### src/rtl/gfxram_pkg.sv
package gfxram_pkg;
  parameter int DQ_W      = 16;
  parameter int ADDR_W    = 9;
  parameter int COL_W     = 4;
  parameter int ROW_W     = 2;
  parameter int CAS_LAT   = 3;
  parameter int SEL_LO    = 5;   // select pair is addr[SEL_LO+1:SEL_LO]
  parameter int MAX_BURST = 8;

  localparam int LANES     = DQ_W / 8;
  localparam int ARR_AW    = ROW_W + COL_W;
  localparam int ARR_DEPTH = 1 << ARR_AW;
  localparam int CNT_W     = $clog2(MAX_BURST);

  typedef struct packed {
    logic              rdBeat;
    logic              wrBeat;
    logic              maskedWr;
    logic [ARR_AW-1:0] beatAddr;
    logic              ldColor;
    logic              ldMask;
  } strobe_t;

  function automatic logic [DQ_W-1:0] laneBits(input logic [LANES-1:0] en);
    logic [DQ_W-1:0] r;
    for (int l = 0; l < LANES; l++) r[l*8 +: 8] = {8{en[l]}};
    return r;
  endfunction
endpackage

### src/rtl/gfxram_ctrl.sv
module gfxram_ctrl
  import gfxram_pkg::*;
(
  input  logic              clk,
  input  logic              rstN,
  input  logic              csN,
  input  logic              rasN,
  input  logic              casN,
  input  logic              weN,
  input  logic              dsf,
  input  logic              ba,
  input  logic [ADDR_W-1:0] addr,
  input  logic              burstEight,
  output strobe_t           strb,
  output logic              illegalOp
);
  localparam logic [ADDR_W-1:0] SEL_FIELD = ADDR_W'(3) << SEL_LO;

  logic cmdAct, cmdRd, cmdWr, cmdLd;
  logic selColor, selMask, restZero, ldOk;
  logic [ROW_W-1:0] rowReg, bRow;
  logic             bActive, bWrite, bMasked;
  logic [COL_W-1:0] bStart, bWrap, lenMask;
  logic [CNT_W-1:0] bCnt, bLast;

  function automatic logic [COL_W-1:0] wrapCol(input logic [COL_W-1:0] s,
                                               input logic [COL_W-1:0] off,
                                               input logic [COL_W-1:0] m);
    return (s & ~m) | ((s + off) & m);
  endfunction

  always_comb begin
    cmdAct   = !csN && !rasN &&  casN &&  weN;
    cmdRd    = !csN &&  rasN && !casN &&  weN && !dsf;
    cmdWr    = !csN &&  rasN && !casN && !weN;
    cmdLd    = !csN && !rasN && !casN && !weN && dsf;
    restZero = ((addr & ~SEL_FIELD) == '0) && !ba;
    selColor = !addr[SEL_LO] &&  addr[SEL_LO+1];
    selMask  =  addr[SEL_LO] && !addr[SEL_LO+1];
    ldOk     = cmdLd && restZero && (selColor || selMask);
    lenMask  = burstEight ? COL_W'(MAX_BURST-1) : COL_W'(MAX_BURST/2-1);
  end

  always_comb begin
    strb         = '0;
    strb.ldColor = ldOk && selColor;
    strb.ldMask  = ldOk && selMask;
    if (cmdRd || cmdWr) begin
      strb.rdBeat   = cmdRd;
      strb.wrBeat   = cmdWr;
      strb.maskedWr = cmdWr && dsf;
      strb.beatAddr = {rowReg, addr[COL_W-1:0]};
    end else if (bActive) begin
      strb.rdBeat   = !bWrite;
      strb.wrBeat   = bWrite;
      strb.maskedWr = bMasked;
      strb.beatAddr = {bRow, wrapCol(bStart, COL_W'(bCnt), bWrap)};
    end
  end

  always_ff @(posedge clk or negedge rstN) begin
    if (!rstN) begin
      rowReg <= '0; bRow <= '0; bActive <= 1'b0; bWrite <= 1'b0; bMasked <= 1'b0;
      bStart <= '0; bWrap <= '0; bCnt <= '0; bLast <= '0; illegalOp <= 1'b0;
    end else begin
      if (cmdAct) rowReg <= addr[ROW_W-1:0];
      if (cmdLd && !ldOk) illegalOp <= 1'b1;
      if (cmdRd || cmdWr) begin
        bActive <= 1'b1;
        bWrite  <= cmdWr;
        bMasked <= cmdWr && dsf;
        bStart  <= addr[COL_W-1:0];
        bRow    <= rowReg;
        bWrap   <= lenMask;
        bCnt    <= CNT_W'(1);
        bLast   <= CNT_W'(lenMask);
      end else if (bActive) begin
        if (bCnt == bLast) bActive <= 1'b0;
        else               bCnt    <= bCnt + CNT_W'(1);
      end
    end
  end

  AST_BEAT_IN_RANGE: assert property (@(posedge clk) disable iff (!rstN)
    bActive |-> (bCnt != '0 && bCnt <= bLast));
  AST_ILLEGAL_STICKY: assert property (@(posedge clk) disable iff (!rstN)
    illegalOp |=> illegalOp);
endmodule

### src/rtl/gfxram_dp.sv
module gfxram_dp
  import gfxram_pkg::*;
(
  input  logic             clk,
  input  logic             rstN,
  input  strobe_t          strb,
  input  logic [LANES-1:0] dqm,
  input  logic [DQ_W-1:0]  dqIn,
  output logic [DQ_W-1:0]  dqOut,
  output logic [LANES-1:0] dqOe,
  output logic [DQ_W-1:0]  colorReg,
  output logic [DQ_W-1:0]  maskReg,
  output logic             contentionErr
);
  localparam int STAGES = CAS_LAT - 1;

  logic [DQ_W-1:0]              mem [ARR_DEPTH];
  logic [LANES-1:0]             dqmD1;
  logic [STAGES-1:0]            stVld;
  logic [STAGES-1:0][ARR_AW-1:0] stAddr;
  logic [DQ_W-1:0]              wrBits;
  logic                         busOn, ldAny;

  always_comb begin
    wrBits = laneBits(~dqmD1) & (strb.maskedWr ? maskReg : '1);
    busOn  = |dqOe;
    ldAny  = strb.ldColor || strb.ldMask;
  end

  always_ff @(posedge clk or negedge rstN) begin
    if (!rstN) begin
      for (int w = 0; w < ARR_DEPTH; w++) mem[w] <= '0;
    end else if (strb.wrBeat) begin
      mem[strb.beatAddr] <= (mem[strb.beatAddr] & ~wrBits) | (dqIn & wrBits);
    end
  end

  always_ff @(posedge clk or negedge rstN) begin
    if (!rstN) begin
      dqmD1 <= '0; stVld <= '0; stAddr <= '0; dqOut <= '0; dqOe <= '0;
      colorReg <= '0; maskReg <= '0; contentionErr <= 1'b0;
    end else begin
      dqmD1     <= dqm;
      stVld[0]  <= strb.rdBeat;
      stAddr[0] <= strb.beatAddr;
      for (int s = 1; s < STAGES; s++) begin
        stVld[s]  <= stVld[s-1];
        stAddr[s] <= stAddr[s-1];
      end
      dqOe  <= {LANES{stVld[STAGES-1]}} & ~dqmD1;
      dqOut <= mem[stAddr[STAGES-1]] & laneBits({LANES{stVld[STAGES-1]}} & ~dqmD1);
      if (ldAny && busOn) contentionErr <= 1'b1;
      if (strb.ldColor && !busOn) colorReg <= dqIn;
      if (strb.ldMask  && !busOn) maskReg  <= dqIn;
    end
  end

  AST_COLOR_CAPTURE: assert property (@(posedge clk) disable iff (!rstN)
    (strb.ldColor && dqOe == '0) |=> colorReg == $past(dqIn));
  AST_MASK_HOLD: assert property (@(posedge clk) disable iff (!rstN)
    !strb.ldMask |=> $stable(maskReg));
  AST_DRIVE_AFTER_LATENCY: assert property (@(posedge clk) disable iff (!rstN)
    (dqOe != '0) |-> $past(strb.rdBeat, CAS_LAT));
  AST_NO_LOAD_ON_CLASH: assert property (@(posedge clk) disable iff (!rstN)
    (ldAny && dqOe != '0) |=> ($stable(colorReg) && $stable(maskReg) && contentionErr));
endmodule

### src/rtl/gfxram_loader.sv
module gfxram_loader
  import gfxram_pkg::*;
(
  input  logic              clk,
  input  logic              rstN,
  input  logic              csN,
  input  logic              rasN,
  input  logic              casN,
  input  logic              weN,
  input  logic              dsf,
  input  logic              ba,
  input  logic [ADDR_W-1:0] addr,
  input  logic              burstEight,
  input  logic [LANES-1:0]  dqm,
  input  logic [DQ_W-1:0]   dqIn,
  output logic [DQ_W-1:0]   dqOut,
  output logic [LANES-1:0]  dqOe,
  output logic [DQ_W-1:0]   colorReg,
  output logic [DQ_W-1:0]   maskReg,
  output logic              illegalOp,
  output logic              contentionErr
);
  strobe_t strb;

  gfxram_ctrl u_ctrl (
    .clk(clk), .rstN(rstN), .csN(csN), .rasN(rasN), .casN(casN), .weN(weN),
    .dsf(dsf), .ba(ba), .addr(addr), .burstEight(burstEight),
    .strb(strb), .illegalOp(illegalOp)
  );

  gfxram_dp u_dp (
    .clk(clk), .rstN(rstN), .strb(strb), .dqm(dqm), .dqIn(dqIn),
    .dqOut(dqOut), .dqOe(dqOe), .colorReg(colorReg), .maskReg(maskReg),
    .contentionErr(contentionErr)
  );
endmodule

### config.mk
export PLATFORM = sky130hd
export DESIGN_NAME = gfxram_loader
export DESIGN_NICKNAME = d
export VERILOG_FILES = /design/src/rtl/gfxram_pkg.sv /design/src/rtl/gfxram_ctrl.sv /design/src/rtl/gfxram_dp.sv /design/src/rtl/gfxram_loader.sv
export SDC_FILE = /design/constraint.sdc
export NUM_CORES = 2
export LEC_CHECK = 0
export ABC_CLOCK_PERIOD_IN_PS = 4010
export BUFFER_PORTS_ARGS = -buffer_cell sky130_fd_sc_hd__buf_2
export CELL_PAD_IN_SITES_DETAIL_PLACEMENT = 1
export CELL_PAD_IN_SITES_GLOBAL_PLACEMENT = 2
export CORE_MARGIN = 2
export CORE_UTILIZATION = 30
export DETAILED_ROUTE_END_ITERATION = 7
export GPL_ROUTABILITY_DRIVEN = 1
export PLACE_DENSITY = 0.73
export SETUP_SLACK_MARGIN = 0.2
export SLEW_MARGIN = 20
export SYNTH_ARGS = -nofsm -noshare
export SYNTH_HDL_FRONTEND = slang
export SYNTH_SLANG_ARGS = --single-unit
export TNS_END_PERCENT = 20
### constraint.sdc
create_clock -name clk -period 4.01 [get_ports clk]
set_input_delay 0.6015 -clock clk [delete_from_list [all_inputs] [get_ports clk]]
set_output_delay 0.6015 -clock clk [all_outputs]
set_load 0.01 [all_outputs]
==> run_results.csv <==
group,metric,value,unit
clock_network,cts_max_level,4,
critical_path,worstRegToRegCells,18,
clock_network,cts_tree,"yes",
critical_path,timing.rr.end,"u_dp.mem[370]",
sta,final_hold_viol_count,0,
sta,worst_pin_slew,1.13,ns
outcome,failed_checks,"setup timing",
placed_design,pre_cts_slack,-1.25,ns
placed_design,dpl_cell_area,67400,µm²
synth,synth.net_count,5732,
critical_path,crit_path_start,"u_ctrl.bStart[0]",
final_layout,fin_area,74800,µm²
final_layout,area_delta_synth_final,29.8,%
synth,ys.flop_type,"dfrtp_1",
power_and_ir_drop,p_per_area,811,nW/µm²
global_routing,gr-total-overflow,0,
power_and_ir_drop,leakage,31.6,nW
synth,synth_cell_types,93,
sta,whs,0.0489,ns
sta,final_max_slew_viol_count,0,
sta,fin_skew,0.0352,ns
final_layout,fin_util,39.3,%
detailed_routing,wl_per_cell,36.6,µm
final_layout,fin_cells,8865,
die,initial_core_util,30.2,%
sta,fmax,0.216,GHz
sta,finalSetupTns,-452.33,ns
clock_network,clkSlewWorstSetupHoldPaths,0.06,ns
critical_path,r2r-start,"u_ctrl.bStart[0]",
synth,synthTopCellsByArea,"dfrtp_1 (48%), mux4_2 (13%), o21ai_0 (8.6%)",
worst_hold_path,hold_path.class,"in2reg",
die,die_w,442,µm
final_layout,nNetsFinal,6270,
critical_path,crit_end,"u_dp.mem[370]",
synth,synthArstFlopShare,100,%
die,die_h,442,µm
synth,avgSynthCellArea,10.1,µm²
detailed_routing,vias,55700,
die,rows,160,
sta,rsz0062_at_grt,"true",
clock_network,clock_path_buffers,3,
global_routing,grt_usage,31.4,%
detailed_routing,first_iter_violations,7510,
power_and_ir_drop,p_total,60.7,mW
critical_path,reg2reg_setup_slack,-0.63,ns
critical_path,end_kind,"register",
critical_path,worst_ep_arrival_time,5.33,ns
synth,syn_area,57600,µm²
synth,ys_ff_latch,1108,
final_layout,drive_gt1_share,29.1,%
synth,yosysTopAreaCellShare,48.1,%
detailed_routing,first_pass_iters,6,
synth,synthesis.instances,5691,
synth,ys_warn_count,0,
sta,fin_ws,-0.627,ns
detailed_routing,vias_per_cell,6.29,
detailed_routing,drcViolationCount,0,
global_routing,first_global_vias,54500,
die,core,191000,µm²
placed_design,dp_hpwl,218000,µm
placed_design,numPortBuffers,87,
clock_network,cts_buffers,136,
die,dieArea,196000,µm²
sta,relSlewSlack,25.0,%
critical_path,worstSetupPathType,"reg2reg",
sta,min_period_over_period,116,%
critical_path,cp-start-kind,"register",
global_routing,grt_max_degree,118,
critical_path,crit_fanout,16,
placed_design,dp_cells,8491,
critical_path,worstPathRequired,4.70,ns
detailed_routing,ant_nets,0,
global_routing,grt_pass1_wl,438000,µm
clock_network,cts_sinks,1108,
placed_design,gp_congestion,1.02,
die,top_level_ports,88,
run,cap_viol_max_count,0,
sta,setup_viol_count_final,1024,
synth,synth_edf_count,0,
synth,synth_top_cell_by_area,"dfrtp_1",
global_routing,antenna_found_initial,45,
power_and_ir_drop,peakVddDrop,584,µV
sta,period_minus_slack,4.64,ns
detailed_routing,routed_wl,325000,µm
outcome,status,"finished with violations",
synth,yosysMostFrequentCell,"nand2_1",
clock_network,clock_latency,0.83,ns
clock_network,cts_root_buf,"clkbuf_16",
synth,seq_area_frac_synth,48.1,%
synth,synth_commonest_cells,"nand2_1 (1309), dfrtp_1 (1108), o21ai_0 (995)",
## registers in the layout, indices dropped and copies added (netlist names), 2 cells and up
register / cells
u_dp.colorReg: 16
u_dp.dqmD1: 2
u_ctrl.bCnt: 3
u_ctrl.bRow: 2
u_dp.mem: 1024
u_dp.dqOe: 2
u_dp.dqOut: 16
u_dp.stVld: 2
u_dp.maskReg: 16
u_ctrl.bWrap: 2
u_dp.stAddr: 12
u_ctrl.rowReg: 2
u_ctrl.bStart: 4
## worst max-delay path, stage by stage (launching register included)
cell	delay [ns]
dfrtp_1	0.40
ha_2	0.20
fa_2	0.45
xnor2_4	0.27
o21ai_4	0.12
buf_12	0.17
a31oi_4	0.32
buf_12	0.27
buf_4	0.23
a21o_1	0.11
o221ai_1	0.10
o21ai_0	0.34
buf_4	0.25
nand3_1	0.23
o41ai_4	0.45
buf_4	0.20
buf_8	0.14
clkbuf_16	0.18
o21ai_2	0.05
## cell families after synthesis
| group | count (synthesis) | synth area share (%) |
|---|---|---|
| buffers and inverters | 589 | 4.34 |
| multiplexers | 463 | 15.5 |
| flip-flops | 1108 | 48.1 |
| AO/OA/AOI/OAI | 1900 | 20.3 |
| AND/OR/NAND/NOR | 1621 | 11.5 |
| adder cells (fa/ha/maj) | 5 | 0.122 |
| XOR/XNOR | 5 | 0.0890 |
## per-layer routing
layer	up-vias	global-route usage, %	routed length, µm
met3	1076	9.39	37700
met4	34	23.1	30000
li1	22100	-	-
met5	-	0	224
met1	28900	39.9	121000
met2	3620	45.1	136000
## report_power, final
part           total, mW  leakage, nW  switching (mW)  internal (mW)
Combinational       31.7         14.2            19.5           12.2
Sequential          16.3         15.2            2.72           13.6
Clock               12.7         2.20            5.37           7.32
## cell usage in the layout (no fill, tap or decap), types with 15 or more instances in the layout
| master | count |
|---|---|
| nand2_1 | 1304 |
| dfrtp_1 | 1103 |
| o21ai_0 | 792 |
| buf_4 | 587 |
| mux4_2 | 336 |
| o21ai_1 | 230 |
| buf_12 | 205 |
| clkbuf_16 | 165 |
| o21ai_2 | 135 |
| a21oi_1 | 132 |
| nand3_1 | 105 |
| buf_2 | 86 |
| a22oi_1 | 83 |
| a221oi_1 | 78 |
| mux2_2 | 64 |
| mux2i_1 | 61 |
| nor2_1 | 44 |
| clkbuf_1 | 38 |
| buf_6 | 38 |
| o22ai_1 | 35 |
| a22o_1 | 32 |
| a32oi_1 | 31 |
| clkbuf_8 | 30 |
| and2_1 | 28 |
| a221o_1 | 27 |
| a222oi_1 | 25 |
| diode_2 | 21 |
| nor3_1 | 21 |
| nand4_1 | 21 |
| a211oi_1 | 19 |
| a211o_1 | 18 |
| inv_1 | 17 |
| a31oi_1 | 17 |
| clkinv_2 | 16 |
| and3_1 | 15 |
## how the worst min path moves through the flow
stage                         startpoint                to  cells after the start
after floorplan                     rstN    u_ctrl.bActive                      0
after CTS                        dqIn[4]  u_dp.colorReg[4]                      2
final                            dqIn[4]  u_dp.colorReg[4]                      2
after global placement    u_dp.stAddr[3]    u_dp.stAddr[9]                      0
after detailed placement  u_dp.stAddr[5]   u_dp.stAddr[11]                      0
after global routing             dqIn[4]   u_dp.maskReg[4]                      2
## area by class of cell
type | instances | area, µm²
diodes | 21 | 52.6
multi-input cells | 3994 | 28700
inverters | 18 | 72.6
clock inverters | 36 | 467
well taps | 2511 | 3140
fillers | 20900 | 116000
clock buffers | 206 | 4010
repair buffers | 971 | 10600
flip-flops and latches | 1108 | 27700
## timing repair
action / CTS / global route
resized for setup: 77 / 433
setup buffers: 28 / 40
setup endpoints to repair: 1024 / 1024
pin swaps: 24 / 159
cloned: 8 / 32
hold buffers: 3 / 0
hold endpoints to repair: 33 / 0
(Power assumes the default switching activity.)
